$ cat src/rtl/intwin_pkg.sv
package intwin_pkg;
  // Run mode held by the control FSM
  typedef enum logic [1:0] {
    MODE_IDLE = 2'd0,
    MODE_CONT = 2'd1,
    MODE_ONE  = 2'd2
  } runMode_e;

  // Strobes from control to datapath
  typedef struct packed {
    logic loadWin;  // restart counter and take pending period as active
    logic countEn;  // a window is in progress
  } winCtl_t;
endpackage

$ cat src/rtl/intwin_dpath.sv
module intwin_dpath
  import intwin_pkg::*;
#(
  parameter int CNT_W   = 28,
  parameter int MIN_N   = 13279,
  parameter int MAX_N   = 79999999,
  parameter int RESET_N = 13279
) (
  input  logic             clk,
  input  logic             rstN,
  input  logic             periodWr,
  input  logic [CNT_W-1:0] periodIn,
  input  winCtl_t          ctl,
  output logic             winDone
);
  localparam logic [CNT_W-1:0] LO_CODE  = CNT_W'(MIN_N);
  localparam logic [CNT_W-1:0] HI_CODE  = CNT_W'(MAX_N);
  localparam logic [CNT_W-1:0] RST_CODE = CNT_W'(RESET_N);
  localparam logic [CNT_W-1:0] ONE      = CNT_W'(1);

  logic [CNT_W-1:0] pendN;
  logic [CNT_W-1:0] actN;
  logic [CNT_W-1:0] tickCnt;
  logic             codeOk;

  always_comb begin
    codeOk  = (periodIn >= LO_CODE) && (periodIn <= HI_CODE);
    winDone = ctl.countEn && (tickCnt == actN);
  end

  // Pending period: accepted codes only
  always_ff @(posedge clk) begin
    if (!rstN) begin
      pendN <= RST_CODE;
    end else if (periodWr && codeOk) begin
      pendN <= periodIn;
    end
  end

  // Active period and tick counter
  always_ff @(posedge clk) begin
    if (!rstN) begin
      actN    <= RST_CODE;
      tickCnt <= '0;
    end else if (ctl.loadWin) begin
      actN    <= pendN;
      tickCnt <= '0;
    end else if (ctl.countEn && !winDone) begin
      tickCnt <= tickCnt + ONE;
    end
  end
endmodule

$ cat src/rtl/intwin_ctrl.sv
module intwin_ctrl
  import intwin_pkg::*;
(
  input  logic    clk,
  input  logic    rstN,
  input  logic    cmdStart,
  input  logic    cmdSingle,
  input  logic    cmdStop,
  input  logic    winDone,
  output winCtl_t ctl,
  output logic    running
);
  runMode_e mode, modeNext;
  logic     stopPend;
  logic     isIdle, launchCont, launchOne, keepGoing;

  always_comb begin
    isIdle     = (mode == MODE_IDLE);
    // Idle priority: stop > start > single
    launchCont = isIdle && cmdStart && !cmdStop;
    launchOne  = isIdle && cmdSingle && !cmdStart && !cmdStop;
    keepGoing  = (mode == MODE_CONT) && !stopPend && !cmdStop;

    ctl.loadWin = launchCont || launchOne || (winDone && keepGoing);
    ctl.countEn = !isIdle;
    running     = !isIdle;

    modeNext = mode;
    unique case (mode)
      MODE_IDLE: begin
        if (launchCont)     modeNext = MODE_CONT;
        else if (launchOne) modeNext = MODE_ONE;
      end
      MODE_CONT: if (winDone && !keepGoing) modeNext = MODE_IDLE;
      MODE_ONE:  if (winDone)               modeNext = MODE_IDLE;
      default:                              modeNext = MODE_IDLE;
    endcase
  end

  always_ff @(posedge clk) begin
    if (!rstN) begin
      mode     <= MODE_IDLE;
      stopPend <= 1'b0;
    end else begin
      mode     <= modeNext;
      stopPend <= (mode == MODE_CONT) && !winDone && (stopPend || cmdStop);
    end
  end
endmodule

$ cat src/rtl/intwin_timer.sv
module intwin_timer
  import intwin_pkg::*;
#(
  parameter int CNT_W   = 28,
  parameter int MIN_N   = 13279,
  parameter int MAX_N   = 79999999,
  parameter int RESET_N = 13279
) (
  input  logic             clk,
  input  logic             rstN,
  input  logic             periodWr,
  input  logic [CNT_W-1:0] periodIn,
  input  logic             cmdStart,
  input  logic             cmdSingle,
  input  logic             cmdStop,
  output logic             winEnd,
  output logic             running
);
  winCtl_t ctl;
  logic    winDone;

  intwin_ctrl u_ctrl (
    .clk       (clk),
    .rstN      (rstN),
    .cmdStart  (cmdStart),
    .cmdSingle (cmdSingle),
    .cmdStop   (cmdStop),
    .winDone   (winDone),
    .ctl       (ctl),
    .running   (running)
  );

  intwin_dpath #(
    .CNT_W   (CNT_W),
    .MIN_N   (MIN_N),
    .MAX_N   (MAX_N),
    .RESET_N (RESET_N)
  ) u_dpath (
    .clk      (clk),
    .rstN     (rstN),
    .periodWr (periodWr),
    .periodIn (periodIn),
    .ctl      (ctl),
    .winDone  (winDone)
  );

  assign winEnd = winDone;
endmodule

$ cat config.mk
export PLATFORM = sky130hd
export DESIGN_NAME = intwin_timer
export DESIGN_NICKNAME = d
export VERILOG_FILES = /design/src/rtl/intwin_pkg.sv /design/src/rtl/intwin_dpath.sv /design/src/rtl/intwin_ctrl.sv /design/src/rtl/intwin_timer.sv
export SDC_FILE = /design/constraint.sdc
export NUM_CORES = 1
export LEC_CHECK = 0
export BUFFER_PORTS_ARGS = -buffer_cell sky130_fd_sc_hd__buf_2
export CAP_MARGIN = 40
export CORE_MARGIN = 2
export CORE_UTILIZATION = 59
export CTS_CLUSTER_DIAMETER = 120
export DETAILED_ROUTE_END_ITERATION = 16
export HOLD_SLACK_MARGIN = 0.1
export PLACE_DENSITY_LB_ADDON = 0.05
export SYNTH_ARGS = -nofsm -noshare
export SYNTH_HDL_FRONTEND = slang
export SYNTH_SLANG_ARGS = --single-unit
$ cat constraint.sdc
create_clock -name clk -period 2.4 [get_ports clk]
set_clock_uncertainty 0.05 [all_clocks]
set_input_delay 0.24 -clock clk [delete_from_list [all_inputs] [get_ports clk]]
set_output_delay 0.24 -clock clk [all_outputs]
set_load 0.01 [all_outputs]
==> results.ini, run 1 <==
[place]
io_buffers = 35
gp_congestion = 0.838
hpwl_um = 6410
place_area_um2 = 4520

[yosys]
synth-seq-cells = 87
ys_types = 47
netlist_area_um2 = 4190
postSynthCellCount = 483
synth_simple_gate_area_share = 0.255
syn_nets = 518
synth_mux_area_frac = 0.0692
synth_fa_ha_area_frac = 0.00298
synth_edf_count = 0
yosysWarnings = 0
syn_area_per_cell_um2 = 8.68
yosys.area_share.xor_xnor = 0.0982
synth-compound-area-share = 0.115
synth_ff_type = dfxtp_1
synth_top_family_by_area = simple AND/OR/NAND/NOR gates
ys_async_sr_fraction = 0
seq_area_frac_synth = 0.415

[power_and_ir_drop]
power_frac_comb = 0.101
power.internal_w = 0.00202
vdd_drop_max_uv = 325
pwr-share-seq = 0.546
power_density_nw_per_um2 = 546
clock_power_share = 0.353
p_sw_w = 0.000719
swShare = 0.263
leakage_nw = 1.83

[sta]
finalCritPeriodShare = 0.931
clock.fmax_mhz = 448
setup_viol = 0
hold_violations = 0
fin_crit_ns = 2.23
max_slew_margin = 0.575
tightestPinTransition_ns = 0.636
slew_viol_final = 0
tns_ns = 0
rsz0062_at_grt = no

[detailed_routing]
drt-total-wl_um = 9320
first_pass_iters = 4
drc = 0
post_drt_wl_per_cell_um = 14.5
via_per_inst = 5.51
num_vias = 3547
drt_iter0_markers = 208
ant_nets = 0

[cts]
path_clk_slew_ns = 0.09
htreeDepth = 3
ctsLongestPathBuffers = 2
insertion_delay_ns = 0.37
clockRootBuffer = clkbuf_8
cts_sinks = 87
numCtsBuffers = 9
tritoncts = done

[finish]
nets = 578
diodes = 0
fillerInstances = 499
area_delta_synth_final_pct = 19.5
final_util = 0.734
design_area_um2 = 5010
ff_latch_area_um2 = 1750
multiInputGateArea_um2 = 2300
drive_above_1_share = 0.164

[floorplan]
ioPinCount = 36
initial_core_util = 0.614
die_area_um2 = 7800
coreArea_um2 = 6830
die_height_um = 88.3
rows = 30
die_w_um = 88.3

[worst_setup_path]
endpoint_kind = output pin
required_ns = 2.11
path_class = reg2out
cp-start-kind = flip-flop
cp_max_fo = 23
arrival_ns = 1.94

[global_route]
grt-ovfl-total = 0
grt_usage = 0.251
grt_pass1_wl_um = 15100
antenna_found_initial = 0
grt_max_degree = 58
grt_pass1_vias = 3161

[status]
status = completed

[flow_run]
maxCapViolations = 0

[hold_path]
holdCritPathClass = in2reg

-- logic make-up (layout without fill, tap and decap cells) --
kind of cell	Yosys count	in the layout
and+or+nand+nor	203	203
DFF	87	87
xor gates and xnor gates	47	47
buffers and inverters	38	103
AOI/OAI and AO/OA	78	78
adders and majority gates	1	1
muxes	29	29
-- cells in the mapped netlist (all sizes together), types with 4 or more instances --
cell,number,area (µm²)
and3,4,30.0
or4,5,37.5
nor2b,24,150
mux2i,29,290
nand2,65,244
nand3,31,160
a211oi,5,37.5
nand4,14,87.6
o31ai,4,30.0
a21oi,32,160
o21ai,21,105
dfxtp,87,1740
nor3b,13,97.6
nor2,29,109
or3,4,25.0
a2111oi,6,62.6
inv,6,22.5
clkbuf,19,75.1
nor3,4,30.0
xnor2,47,412
buf,13,86.3
-- power by group through the flow --
stage / Clock [W] / Combinational (W) / Sequential, W
after global routing: 0.00104 / 0.000304 / 0.00150
final: 0.000966 / 0.000277 / 0.00149
after CTS: 0.000979 / 0.000274 / 0.00149
after detailed placement: 0 / 0.000244 / 0.00153
after global placement: 0 / 0.000233 / 0.00152
after floorplan: 0 / 0.000157 / 0.00152
-- layer usage --
metal / vias up / GRT usage / share of wire / wire [µm]
met5: - / 0 / 0 / 0
met4: 0 / 0.0964 / 0.024 / 221
met3: 19 / 0.0354 / 0.048 / 445
met2: 106 / 0.390 / 0.44 / 4130
met1: 1614 / 0.354 / 0.49 / 4520
li1: 1808 / - / - / -
-- repair_timing --
| action | CTS | global route |
|---|---|---|
| hold buffers | 24 | 0 |
| endpoints found under the hold margin | 24 | 0 |
| setup buffers | 0 | 4 |
| cloned | 0 | 1 |
| setup endpoints to repair | 1 | 3 |
| resized for setup | 1 | 8 |
| pin swaps | 0 | 2 |
-- per-stage QoR --
step	total power (W)	std cells	hold slack (ns)	setup WS, ns
after floorplan	0.00168	483	0.330	0.430
after global placement	0.00176	598	0.393	0.191
after detailed placement	0.00177	599	0.405	0.163
after CTS	0.00274	639	0.101	0.0384
after global routing	0.00284	644	0.123	0.0236
final	0.00274	644	0.113	0.166
-- cells in the final DEF, fill, tap and decap left out, types with 3 or more instances in the layout --
cell type and n:
dfxtp_1 83, nand2_1 65, xnor2_1 45, buf_2 36, a21oi_1 31, nand3_1 30
mux2i_1 29, nor2_1 28, nor2b_1 24, dlygate4sd3_1 24, o21ai_0 21, buf_4 15
nand4_1 14, nor3b_1 13, clkbuf_8 10, inv_1 6, or4_1 5, a211oi_1 5
o31ai_1 4, or3_1 4, dfxtp_2 4, and3_1 3, a2111oi_1 3, buf_12 3
-- state kept, by name (all words and copies together), names as in the netlist --
name / count
u_dpath.pendN: 28
u_ctrl.stopPend: 1
u_ctrl.mode: 2
u_dpath.tickCnt: 28
u_dpath.actN: 28
-- worst paths after layout --
path	startpoint	endpoint	slack, ns	cells after the start
worst min-delay path	periodIn[22]	u_dpath.pendN[22]	0.11	3
worst min register to register	u_dpath.pendN[15]	u_dpath.actN[15]	0.41	2
worst max-delay path	u_dpath.tickCnt[2]	winEnd	0.17	7
worst max register to register	u_dpath.tickCnt[5]	u_dpath.tickCnt[17]	0.23	9
-- final cells by class --
type | instances | share of cell area
multi-input combinational | 358 | 0.458
sequential | 87 | 0.349
timing repair buffer | 81 | 0.128
clock buffer | 10 | 0.0275
tap | 96 | 0.0240
clock inverter | 6 | 0.00874
inverter | 6 | 0.00449
-- critical path: stages, from the launching register on --
cell	delay, ns
dfxtp_1	0.46
xnor2_1	0.17
nand4_1	0.12
nor3_2	0.25
buf_6	0.24
nand2_1	0.10
nor2_1	0.09
buf_2	0.14
No activity file was read; power rests on OpenSTA's default activity.
==> inputs of run 2 (changes only) <==
--- a/config.mk
+++ b/config.mk
@@ -7,8 +7,10 @@
 export LEC_CHECK = 0
 export BUFFER_PORTS_ARGS = -buffer_cell sky130_fd_sc_hd__buf_2
 export CAP_MARGIN = 40
+export CELL_PAD_IN_SITES_DETAIL_PLACEMENT = 2
+export CELL_PAD_IN_SITES_GLOBAL_PLACEMENT = 2
 export CORE_MARGIN = 2
-export CORE_UTILIZATION = 59
+export CORE_UTILIZATION = 36
 export CTS_CLUSTER_DIAMETER = 120
 export DETAILED_ROUTE_END_ITERATION = 16
 export HOLD_SLACK_MARGIN = 0.1
==> constraint.sdc (replaced) <==
create_clock -name clk -period 2.39 [get_ports clk]
set_clock_uncertainty 0.05 [all_clocks]
set_input_delay 0.239 -clock clk [delete_from_list [all_inputs] [get_ports clk]]
set_output_delay 0.239 -clock clk [all_outputs]
set_load 0.01 [all_outputs]
==> run 2 against run 1 <==
Net effect: routed wire length is 34% higher; largest cell class unchanged; power increased by 16%; critical endpoint is now u_dpath.tickCnt[27]; sequential share of layout area is 0.46 points lower; clock power grew 45%; first-iteration DRC count is 37% lower; final cell count rose by 5.1%; worst setup slack worse by 0.061 ns; utilization down 29 points; count of clock-buffer cells in the layout up 1; die area is 61% higher; via count grew 0.23%; critical path type is now reg2reg.
==> results.ini, run 2 (synthesis results as in run 1) <==
[floorplan]
die_height_um = 112  ; +27%
die_w_um = 112  ; +27%
coreArea_um2 = 11400  ; +66%
initial_core_util = 0.369  ; -0.245
ioPinCount = 36  ; unchanged
rows = 39  ; +30%
die_area_um2 = 12500  ; +61%

[hold_path]
holdPathEnd = u_dpath.pendN[10]
min_from = periodIn[10]
hold_depth = 3  ; unchanged
holdCritPathClass = in2reg

[worst_setup_path]
path_class = reg2reg
endpoint_kind = flip-flop
r2r-end = u_dpath.tickCnt[27]
cp-start-kind = flip-flop
max_stage_delay_ns = 0.44  ; -0.02 ns
rr_worst_depth = 7  ; -2
r2r-start = u_dpath.tickCnt[11]
cp_num_cells = 7  ; unchanged
r2r_setup_slack_ns = 0.10  ; -0.13 ns
path_delay_family = simple AND/OR/NAND/NOR gates
cpMaxStageDelayCell = dfxtp_1
cp_max_fo = 5  ; -78%
crit_chain = buf_4, nand4_1, nor3_4, nand3_2, a2111o_1, or3_1, a21oi_1
arrival_ns = 2.51  ; +0.57 ns
required_ns = 2.62  ; +0.51 ns
crit_buf_inv = 1  ; -1

[finish]
diodes = 0  ; unchanged
ff_latch_area_um2 = 1740  ; -0.14%
mostFrequentLayoutCells = 85 x dfxtp_1, 65 x nand2_1, 46 x xnor2_1
final_util = 0.446  ; -0.287
fillerInstances = 1239  ; +150%
stdcell_count = 677  ; +5.1%
nets = 564  ; -2.4%
area_delta_synth_final_pct = 20.9
multiInputGateArea_um2 = 2310  ; +0.38%
drive_above_1_share = 0.170  ; +0.00618
top_regs = u_dpath.actN (28), u_dpath.pendN (28), u_dpath.tickCnt (28)
final_common_cell = dfxtp_1

[cts]
clockRootBuffer = clkbuf_16
tritoncts = done
numCtsBuffers = 9  ; unchanged
path_clk_slew_ns = 0.06  ; -0.03 ns
ctsLongestPathBuffers = 2  ; unchanged
htreeDepth = 3  ; unchanged
insertion_delay_ns = 0.35  ; -0.02 ns
cts_sinks = 87  ; unchanged

[place]
gp_congestion = 0.785  ; -6.4%
dp_cells = 652  ; +8.8%
hpwl_um = 8670  ; +35%
io_buffers = 35  ; unchanged

[detailed_routing]
first_pass_iters = 4  ; unchanged
drt_iter0_markers = 132  ; -37%
num_vias = 3555  ; +0.23%
drc = 0  ; unchanged
ant_nets = 0  ; unchanged
post_drt_wl_per_cell_um = 18.5  ; +28%
drt-total-wl_um = 12500  ; +34%
via_per_inst = 5.25  ; -4.7%

[power_and_ir_drop]
vdd_drop_max_uv = 748  ; +130%
leakage_nw = 1.85  ; +0.89%
power_w = 0.00317  ; +16%
power_density_nw_per_um2 = 625  ; +14%

[global_route]
grt-ovfl-total = 0  ; unchanged
grt_pass1_wl_um = 19700  ; +30%
grt_pass1_vias = 3711  ; +17%
antenna_found_initial = 0  ; unchanged
grt_usage = 0.201  ; -0.0498
grt_max_degree = 56  ; -3.4%

[sta]
hold_violations = 0  ; unchanged
setup_viol = 0  ; unchanged
clock.fmax_mhz = 438
tightestPinTransition_ns = 0.717  ; +0.0804 ns
finalCritPeriodShare = 0.956
slew_viol_final = 0  ; unchanged
fin_crit_ns = 2.29
max_slew_margin = 0.521  ; -0.0537
hold_slack_ns = 0.114  ; +0.00100 ns

[flow_run]
maxCapViolations = 0  ; unchanged

[status]
status = completed

-- run 2: worst reg2reg max path, stage by stage (launching register included) --
cell and delay [ns]:
dfxtp_1 0.44, buf_4 0.18, nand4_1 0.18, nor3_4 0.35, nand3_2 0.13, a2111o_1 0.41
or3_1 0.31, a21oi_1 0.15
-- run 2: cell type report --
class,instances,share of cell area
multi-input combinational,358,0.455
timing repair buffer,67,0.104
clock inverter,5,0.00765
tap,143,0.0353
sequential,87,0.344
clock buffer,11,0.0498
inverter,6,0.00444
-- run 2: worst max path at each step --
stage | slack [ns] | startpoint | end
3_5_place_dp | 0.11 | u_dpath.tickCnt[11] | u_dpath.tickCnt[23]
6_report | 0.10 | u_dpath.tickCnt[11] | u_dpath.tickCnt[27]
5_1_grt | -0.04 | u_dpath.tickCnt[11] | u_dpath.tickCnt[22]
3_3_place_gp | 0.16 | u_dpath.tickCnt[22] | u_dpath.actN[8]
2_1_floorplan | 0.42 | u_dpath.tickCnt[22] | u_dpath.tickCnt[0]
4_1_cts | 0.01 | u_dpath.tickCnt[7] | winEnd
-- run 2: layer usage --
| layer | GRT usage | wire [µm] | vias to the layer above |
|---|---|---|---|
| li1 | - | - | 1776 |
| met1 | 0.266 | 5920 | 1718 |
| met2 | 0.334 | 6070 | 54 |
| met3 | 0.0495 | 407 | 7 |
| met4 | 0.0439 | 99 | 0 |
| met5 | 0 | 0 | - |
-- run 2: timing repair --
action,4_1_cts,5_1_grt
cloned,0,2
hold endpoints to repair,5,0
setup endpoints to repair,1,6
setup buffers,0,2
hold buffers,5,0
pin swaps,0,2
gates resized for setup,2,5
-- run 2: where the power goes --
part / internal (W) / switching [W] / total (W)
Clock: 0.000772 / 0.000627 / 0.00140
Sequential: 0.00148 / 0.0000205 / 0.00150
Combinational: 0.000119 / 0.000150 / 0.000269
Total: 0.00237 / 0.000798 / 0.00317
-- run 2: per-stage QoR --
stage	setup slack (ns)	area (µm²)	TNS [ns]
after floorplan	0.420	4190	0
after global placement	0.162	4600	0
after detailed placement	0.108	4630	0
after CTS	0.0126	4980	0
after global routing	-0.0439	5070	-0.0538
final	0.105	5070	0
==> inputs of run 3 (changes only) <==
==> constraint.sdc (replaced) <==
create_clock -name clk -period 2.6 [get_ports clk]
set_clock_uncertainty 0.05 [all_clocks]
set_input_delay 0.26 -clock clk [delete_from_list [all_inputs] [get_ports clk]]
set_output_delay 0.26 -clock clk [all_outputs]
set_load 0.01 [all_outputs]
==> run 3 against run 2 <==
Net effect: sequential share of layout area increased by 1.6 points; clock power decreased by 6%; worst setup slack improved by 0.054 ns; via count decreased by 1.1%; worst hold slack improved by 0.0097 ns; non-clock buffer count decreased by 20; critical path depth unchanged; flip-flop and latch count unchanged; register-to-register slack improved by 0.26 ns; routed wire length decreased by 4.4%.
==> results.ini, run 3 (synthesis results as in run 1) <==
[status]
status = completed

[power_and_ir_drop]
power_w = 0.00292  ; -7.8%
leakage_nw = 1.70  ; -8.0%
vdd_drop_max_uv = 492  ; -34%
power_density_nw_per_um2 = 605  ; -3.3%

[detailed_routing]
ant_nets = 0  ; unchanged
drc = 0  ; unchanged
num_vias = 3515  ; -1.1%
post_drt_wl_per_cell_um = 18.2  ; -1.3%
first_pass_iters = 4  ; unchanged
drt-total-wl_um = 12000  ; -4.4%
drt_iter0_markers = 117  ; -11%
via_per_inst = 5.36  ; +2.0%

[finish]
final_common_cell = dfxtp_1
nets = 544  ; -3.5%
area_delta_synth_final_pct = 15.3
stdcell_count = 656  ; -3.1%
final_util = 0.425  ; -0.0208
fillerInstances = 1270  ; +2.5%
top_regs = u_dpath.actN (28), u_dpath.pendN (28), u_dpath.tickCnt (28)
drive_above_1_share = 0.138  ; -0.0320
diodes = 0  ; unchanged
mostFrequentLayoutCells = 87 x dfxtp_1, 65 x nand2_1, 47 x xnor2_1

[sta]
hold_violations = 0  ; unchanged
clock.fmax_mhz = 410
fin_crit_ns = 2.44
tightestPinTransition_ns = 0.720  ; +0.00310 ns
layout_setup_ws_ns = 0.159  ; +0.0541 ns
finalCritPeriodShare = 0.939
setup_viol = 0  ; unchanged
slew_viol_final = 0  ; unchanged
tns_ns = 0  ; unchanged
rsz0062_at_grt = no
max_slew_margin = 0.519  ; -0.00207

[floorplan]
ioPinCount = 36  ; unchanged
die_area_um2 = 12500  ; unchanged
die_height_um = 112  ; unchanged
initial_core_util = 0.369  ; unchanged
coreArea_um2 = 11400  ; unchanged
rows = 39  ; unchanged
die_w_um = 112  ; unchanged

[worst_setup_path]
endpoint_kind = output pin
crit_chain = xnor2_1, nand4_1, nor4_4, buf_6, nand2_1, nor2_1, buf_2
arrival_ns = 2.13  ; -0.38 ns
required_ns = 2.29  ; -0.33 ns
cpMaxStageDelayCell = dfxtp_1
max_stage_delay_ns = 0.47  ; +0.03 ns
cp-start-kind = flip-flop
cp_max_fo = 23  ; +18
path_class = reg2out

[global_route]
grt_usage = 0.204  ; +0.00285
grt_pass1_vias = 3726  ; +0.40%
antenna_found_initial = 0  ; unchanged
grt_pass1_wl_um = 20200  ; +2.7%
grt_max_degree = 56  ; unchanged
grt-ovfl-total = 0  ; unchanged

[cts]
insertion_delay_ns = 0.35  ; about the same
path_clk_slew_ns = 0.06  ; about the same
htreeDepth = 3  ; unchanged
tritoncts = done
clockRootBuffer = clkbuf_16
numCtsBuffers = 9  ; unchanged
cts_sinks = 87  ; unchanged
cts_setup_buffers = 0  ; unchanged
ctsLongestPathBuffers = 2  ; unchanged

[place]
dp_cells = 641  ; -1.7%
post-place-ws_ns = 0.409  ; +0.301 ns
io_buffers = 35  ; unchanged
hpwl_um = 8720  ; +0.65%
gp_congestion = 0.806  ; +2.7%

[flow_run]
maxCapViolations = 0  ; unchanged

[hold_path]
holdCritPathClass = in2reg

## run 3: repair_timing
item,in CTS,in global routing
hold buffers,0,0
resized for setup,0,1
endpoints found under the hold margin,0,0
setup endpoints to repair,0,1
## run 3: worst max-delay path: cells and delay by family (launching register included)
family | cells | cell delay, ns
xor gates and xnor gates | 1 | 0.17
buffers and inverters | 2 | 0.40
DFF | 1 | 0.47
and+or+nand+nor | 4 | 0.73
## run 3: worst paths after layout
| path | from | endpoint | slack, ns | cells after the start |
|---|---|---|---|---|
| hold reg to reg | u_dpath.pendN[27] | u_dpath.pendN[27] | 0.40 | 2 |
| setup / recovery | u_dpath.tickCnt[22] | winEnd | 0.16 | 7 |
| setup reg to reg | u_dpath.tickCnt[11] | u_dpath.tickCnt[27] | 0.36 | 6 |
| hold / removal | periodIn[2] | u_dpath.pendN[2] | 0.12 | 3 |
## run 3: area by class of cell
cell class	instances	area (µm²)	share of cell area
clock buffer	11	243	0.0502
multi-input combinational	358	2280	0.472
inverter	6	22.5	0.00466
sequential	87	1740	0.360
tap	143	179	0.0370
timing repair buffer	47	314	0.0650
clock inverter	4	55.1	0.0114
## run 3: routing by layer
metal,share of wire,track usage,vias to the layer above
met4,0.015,0.0512,0
met2,0.48,0.336,54
met1,0.48,0.269,1716
li1,-,-,1732
met5,0,0,-
met3,0.031,0.0506,13
## run 3: per-stage QoR
step	hold slack (ns)	area, µm²
finish	0.123	4830
global route	0.124	4830
CTS	0.113	4830
detailed placement	0.396	4530
global placement	0.390	4510
floorplan	0.350	4190
## run 3: power breakdown
group / switching, W / internal, W / leakage, nW
logic: 0.000131 / 0.0000968 / 0.855
registers: 0.0000203 / 0.00136 / 0.705
clock network: 0.000542 / 0.000771 / 0.142
total: 0.000694 / 0.00223 / 1.70
